## config.mk

```make
export PLATFORM = sky130hd
export DESIGN_NAME = wp_status_unit
export DESIGN_NICKNAME = d
export VERILOG_FILES = /design/src/rtl/wp_pkg.sv /design/src/rtl/wp_wel_latch.sv /design/src/rtl/wp_cfg_regs.sv /design/src/rtl/wp_block_decode.sv /design/src/rtl/wp_status_unit.sv
export SDC_FILE = /design/constraint.sdc
export NUM_CORES = 1
export LEC_CHECK = 0
export BUFFER_PORTS_ARGS = -buffer_cell sky130_fd_sc_hd__clkbuf_2
export CELL_PAD_IN_SITES_DETAIL_PLACEMENT = 0
export CELL_PAD_IN_SITES_GLOBAL_PLACEMENT = 1
export CORE_MARGIN = 2
export CORE_UTILIZATION = 16
export CTS_BUF_LIST = sky130_fd_sc_hd__clkbuf_16
export DETAILED_ROUTE_END_ITERATION = 6
export GPL_TIMING_DRIVEN = 1
export PLACE_DENSITY = 0.79
export SYNTH_ARGS = -nofsm -noshare
export SYNTH_HDL_FRONTEND = slang
export SYNTH_SLANG_ARGS = --single-unit
```

## constraint.sdc

```tcl
create_clock -name clk -period 2.3 [get_ports clk]
set_input_delay 0.115 -clock clk [delete_from_list [all_inputs] [get_ports clk]]
set_output_delay 0.115 -clock clk [all_outputs]
set_load 0.01 [all_outputs]
```

## src/rtl/wp_pkg.sv

```systemverilog
// Package: shared widths, status bit positions and the protection config type.
package wp_pkg;
    localparam int STAT_W    = 8;
    localparam int BIT_WPEN  = 7;
    localparam int BIT_BP1   = 3;
    localparam int BIT_BP0   = 2;
    localparam int BIT_WEL   = 1;

    // Nonvolatile protection settings.
    typedef struct packed {
        logic       wpen;
        logic [1:0] bp;
    } prot_cfg_t;

    // Block-protect codes.
    localparam logic [1:0] BP_NONE    = 2'b00;
    localparam logic [1:0] BP_QUARTER = 2'b01;
    localparam logic [1:0] BP_HALF    = 2'b10;
    localparam logic [1:0] BP_ALL     = 2'b11;
endpackage

```

## src/rtl/wp_wel_latch.sv

```systemverilog
// Module: wp_wel_latch
// Holds the write enable latch. Set by set_i, cleared by any clear source;
// clear has priority. Assumes strobes are single-cycle and synchronous.
module wp_wel_latch (
    input  logic clk,
    input  logic rst_n,
    input  logic set_i,
    input  logic clr_i,
    output logic wel_o
);
    // Latch update with clear taking priority over set.
    always_ff @(posedge clk) begin
        if (!rst_n)      wel_o <= 1'b0;
        else if (clr_i)  wel_o <= 1'b0;
        else if (set_i)  wel_o <= 1'b1;
    end
endmodule

```

## src/rtl/wp_cfg_regs.sv

```systemverilog
// Module: wp_cfg_regs
// Holds WPEN/BP1/BP0, standing in for nonvolatile cells. Loads the writable
// fields from a status data byte when load_i is high; other bits are dropped.
// Assumes load_i is already qualified by the status write permit.
module wp_cfg_regs
    import wp_pkg::*;
#(
    parameter logic [2:0] INIT_CFG = 3'b000
) (
    input  logic              clk,
    input  logic              rst_n,
    input  logic              load_i,
    input  logic [STAT_W-1:0] data_i,
    output prot_cfg_t         cfg_o
);
    prot_cfg_t init_val;
    prot_cfg_t load_val;

    // Map the parameter and the incoming byte onto the config fields.
    always_comb begin
        init_val = prot_cfg_t'(INIT_CFG);
        load_val.wpen = data_i[BIT_WPEN];
        load_val.bp   = {data_i[BIT_BP1], data_i[BIT_BP0]};
    end

    // Config register: reset to the initial value, load on permitted write.
    always_ff @(posedge clk) begin
        if (!rst_n)      cfg_o <= init_val;
        else if (load_i) cfg_o <= load_val;
    end
endmodule

```

## src/rtl/wp_block_decode.sv

```systemverilog
// Module: wp_block_decode
// Decides whether an address falls in the range a block-protect code
// covers: none, top quarter, top half or everything. Purely combinational.
module wp_block_decode
    import wp_pkg::*;
#(
    parameter int ADDR_W = 13
) (
    input  logic [1:0]        bp_i,
    input  logic [ADDR_W-1:0] addr_i,
    output logic              prot_o
);
    localparam int TOP = ADDR_W - 1;

    logic in_quarter;
    logic in_half;

    // Region flags from the top address bits.
    always_comb begin
        in_quarter = addr_i[TOP] & addr_i[TOP-1];
        in_half    = addr_i[TOP];
    end

    // Select the protection result for the current code.
    always_comb begin
        unique case (bp_i)
            BP_NONE:    prot_o = 1'b0;
            BP_QUARTER: prot_o = in_quarter;
            BP_HALF:    prot_o = in_half;
            default:    prot_o = 1'b1;
        endcase
    end
endmodule

```

## src/rtl/wp_status_unit.sv

```systemverilog
// Module: wp_status_unit (top)
// Write-protection unit for a serial nonvolatile memory. Combines the write
// enable latch, the protection config and the address range decode into a
// status byte and two write permits. Assumes command strobes come from a
// slave that has already decoded opcodes and framed bytes.
module wp_status_unit
    import wp_pkg::*;
#(
    parameter int         ADDR_W   = 13,
    parameter logic [2:0] INIT_CFG = 3'b000
) (
    input  logic              clk,
    input  logic              rst_n,
    input  logic              wren_pulse,
    input  logic              wrdi_pulse,
    input  logic              wrsr_pulse,
    input  logic [STAT_W-1:0] wrsr_data,
    input  logic              wr_end_pulse,
    input  logic [ADDR_W-1:0] addr,
    input  logic              wp_n,
    output logic [STAT_W-1:0] status_byte,
    output logic              mem_wr_ok,
    output logic              sr_wr_ok
);
    logic      wel;
    logic      blk_prot;
    logic      pin_lock;
    logic      cfg_load;
    prot_cfg_t cfg;

    wp_wel_latch i_wel (
        .clk   (clk),
        .rst_n (rst_n),
        .set_i (wren_pulse),
        .clr_i (wrdi_pulse | wr_end_pulse),
        .wel_o (wel)
    );

    wp_cfg_regs #(.INIT_CFG(INIT_CFG)) i_cfg (
        .clk    (clk),
        .rst_n  (rst_n),
        .load_i (cfg_load),
        .data_i (wrsr_data),
        .cfg_o  (cfg)
    );

    wp_block_decode #(.ADDR_W(ADDR_W)) i_dec (
        .bp_i   (cfg.bp),
        .addr_i (addr),
        .prot_o (blk_prot)
    );

    // Permit logic: latch gates both, pin gates only the status register.
    always_comb begin
        pin_lock  = cfg.wpen & ~wp_n;
        sr_wr_ok  = wel & ~pin_lock;
        mem_wr_ok = wel & ~blk_prot;
        cfg_load  = wrsr_pulse & sr_wr_ok;
    end

    // Status byte assembly with fixed-zero positions.
    always_comb begin
        status_byte           = '0;
        status_byte[BIT_WPEN] = cfg.wpen;
        status_byte[BIT_BP1]  = cfg.bp[1];
        status_byte[BIT_BP0]  = cfg.bp[0];
        status_byte[BIT_WEL]  = wel;
    end
endmodule

```

==> flow_summary.yaml <==
global_route:
  grt_pass1_wl_um: 828
  grt_pass1_vias: 196
  antenna_found_initial: 0
  grt_overflow: 0
  grt_max_degree: 8
  grt_usage_pct: 6.77
finish:
  multi_input_area_um2: 116
  antennaDiodeCount: 0
  drive_above_1_share_pct: 46.7
  syn_to_final_growth_pct: 60.4
  nFillCells: 149
  regArea_um2: 80.1
  layout.nets: 75
clocking:
  cts_max_path_buffers: 2
  cts-hold-fix-buffers: 0
  cts_tree: "yes"
  cts_max_level: 1
  ctsResizeCount: 0
  cts.sinks: 4
  cts.clk_slew.worst_paths_ps: 30
  post_cts_buffers: 0
  insertion_delay_ps: 220
  cts-root-buf: "clkbuf_16"
  cts_made_buffers: 3
sta:
  hold_viol: 0
  rsz0062_at_grt: "no"
  maxSlewViolCount: 0
  setup_viol: 0
  period_share_pct: 47.1
  period_needed_ps: 1080
  fmax_mhz: 922
  fin_tns_setup_ps: 0
  hold_ws_ps: 58.9
  finClkSkew_ps: 2.36
hold_path:
  worstHoldStart: "wr_end_pulse"
  min_to: "i_wel.wel_o"
  min_path_cells: 2
  hold_class: "input port to flip-flop"
synth:
  seq_area_frac_synth_pct: 34.2
  yosys_warnings: 0
  synthMuxAreaShare_pct: 12.8
  ys_ff_latch: 4
  synth.avg_cell_area_um2: 8.36
  synth.cell_area_um2: 234
  synthAdderAreaFrac_pct: 0
  syn_inst: 28
  synthSimpleGateAreaFrac_pct: 28.3
  synth_compound_area_share_pct: 2.14
  yosysUniqueCellTypes: 13
  synth_top_family_by_area: "simple AND/OR/NAND/NOR gates"
  synthXorXnorAreaFrac_pct: 0
job:
  drv_cap: 0
drt:
  via_count: 221
  drt_first_pass_iters: 2
  first_iter_violations: 3
  post_drt_wl_per_cell_um: 8.68
  wirelength_um: 521
  drc_errors: 0
  vias_per_cell: 3.68
  final_antenna_net_count: 0
worst_setup_path:
  worstRegToRegCells: 3
  start_kind: "flip-flop"
  required_ps: 2180
  worstReg2RegStart: "i_cfg.cfg_o[2]"
  path_max_fanout: 4
  cp_data_arrival_time_ps: 970
  r2r-end: "i_cfg.cfg_o[1]"
  path_class: "flip-flop to output pin"
  rrSetupSlack_ps: 1380
  end_kind: "output pin"
floorplan:
  initial_core_util_pct: 17.5
  die_y_um: 42.2
  core_mm2: 0.00133
  ios: 38
  num_rows: 13
  die_area_mm2: 0.00178
  die_w_um: 42.2
outcome:
  status: "completed"
placed_design:
  port-buffer-count: 17
  place_congestion: 0.610
power_and_ir_drop:
  pwr-share-comb_pct: 5.9
  switching_power_uw: 59.1
  sequentialPowerShare_pct: 19.9
  leakage_nw: 0.191
  power.density_mw_per_mm2: 967
  ir_worst_vdd_mv: 0.387
  sw_frac_of_total_pct: 16.3
  clock_power_share_pct: 74.2
  internal_power_uw: 304
-- power by group through the flow --
| stage | combinational [mW] | sequential (mW) | clock, mW |
|---|---|---|---|
| 4_1_cts | 0.0216 | 0.0724 | 0.274 |
| 5_1_grt | 0.0239 | 0.0726 | 0.283 |
| 2_1_floorplan | 0.0147 | 0.0733 | 0 |
| 3_3_place_gp | 0.0211 | 0.0733 | 0 |
| 3_5_place_dp | 0.0214 | 0.0733 | 0 |
| 6_report | 0.0213 | 0.0724 | 0.269 |
-- layer usage --
metal | global-route usage, % | vias up | part of all wire, %
li1 | - | 117 | -
met1 | 7.42 | 87 | 42
met2 | 8.00 | 17 | 42
met3 | 6.90 | 0 | 16
met4 | 3.75 | 0 | 0
met5 | 0 | - | 0
-- placed cells by master, fill, tap and decap left out, drive strengths merged --
cell,count
nand2,6
nor2,1
and3,2
and2,1
nand2b,1
dfxtp,4
nor4b,1
conb,4
o21ai,1
nand3,1
clkbuf,20
mux2i,3
-- synth_stat cells (all sizes together) --
| cell | n | area (um^2) |
|---|---|---|
| buf | 6 | 48.8 |
| nand2b | 1 | 6.26 |
| mux2i | 3 | 30.0 |
| dfxtp | 4 | 80.1 |
| nand3 | 1 | 5.00 |
| nand2 | 6 | 22.5 |
| nor4b | 1 | 8.76 |
| conb | 1 | 3.75 |
| and3 | 2 | 12.5 |
| and2 | 1 | 7.51 |
| nor2 | 1 | 3.75 |
| o21ai | 1 | 5.00 |
-- kinds of logic (layout without fill, tap and decap cells) --
| logic type | after synthesis | after routing |
|---|---|---|
| flip-flops | 4 | 4 |
| multiplexers | 3 | 3 |
| other | 1 | 4 |
| buffers and inverters | 6 | 20 |
| AO/OA/AOI/OAI | 1 | 1 |
| AND/OR/NAND/NOR | 13 | 13 |
-- worst max-delay path, cell delays in order (launching register included) --
cell and delay [ps]:
dfxtp_1 320, o21ai_0 140, and3_1 160, clkbuf_2 120
-- through the flow --
stage / total power [mW] / cell area (um^2) / utilization (%) / cells / setup WS [ps]
2_1_floorplan: 0.0880 / 245 / - / 31 / 1350
3_3_place_gp: 0.0943 / 300 / 22.5 / 57 / 1400
3_5_place_dp: 0.0947 / 300 / 22.5 / 57 / 1380
4_1_cts: 0.368 / 375 / 28.1 / 60 / 1210
5_1_grt: 0.379 / 375 / 28.1 / 60 / 1140
6_report: 0.363 / 375 / 28.1 / 60 / 1220
-- registers in the layout, indices dropped and copies added, names as in the netlist --
| name | count |
|---|---|
| i_cfg.cfg_o | 3 |
| i_wel.wel_o | 1 |
-- cell type report --
class | instances | share of cell area (%)
Timing Repair Buffer | 17 | 22.7
Sequential cell | 4 | 21.3
Tap cell | 15 | 5.00
Clock buffer | 3 | 20.0
Multi-Input combinational cell | 21 | 31.0
-- how the worst max path moves through the flow --
stage	cells past startpoint	startpoint	slack (ps)	end
after floorplan	4	i_cfg.cfg_o[2]	1350	i_cfg.cfg_o[0]
after global placement	3	i_cfg.cfg_o[2]	1400	i_cfg.cfg_o[0]
after detailed placement	3	i_cfg.cfg_o[2]	1380	i_cfg.cfg_o[1]
after CTS	3	i_cfg.cfg_o[0]	1210	mem_wr_ok
after global routing	3	i_cfg.cfg_o[0]	1140	mem_wr_ok
final	3	i_cfg.cfg_o[0]	1220	mem_wr_ok
No activity file was read; power rests on OpenSTA's default activity.
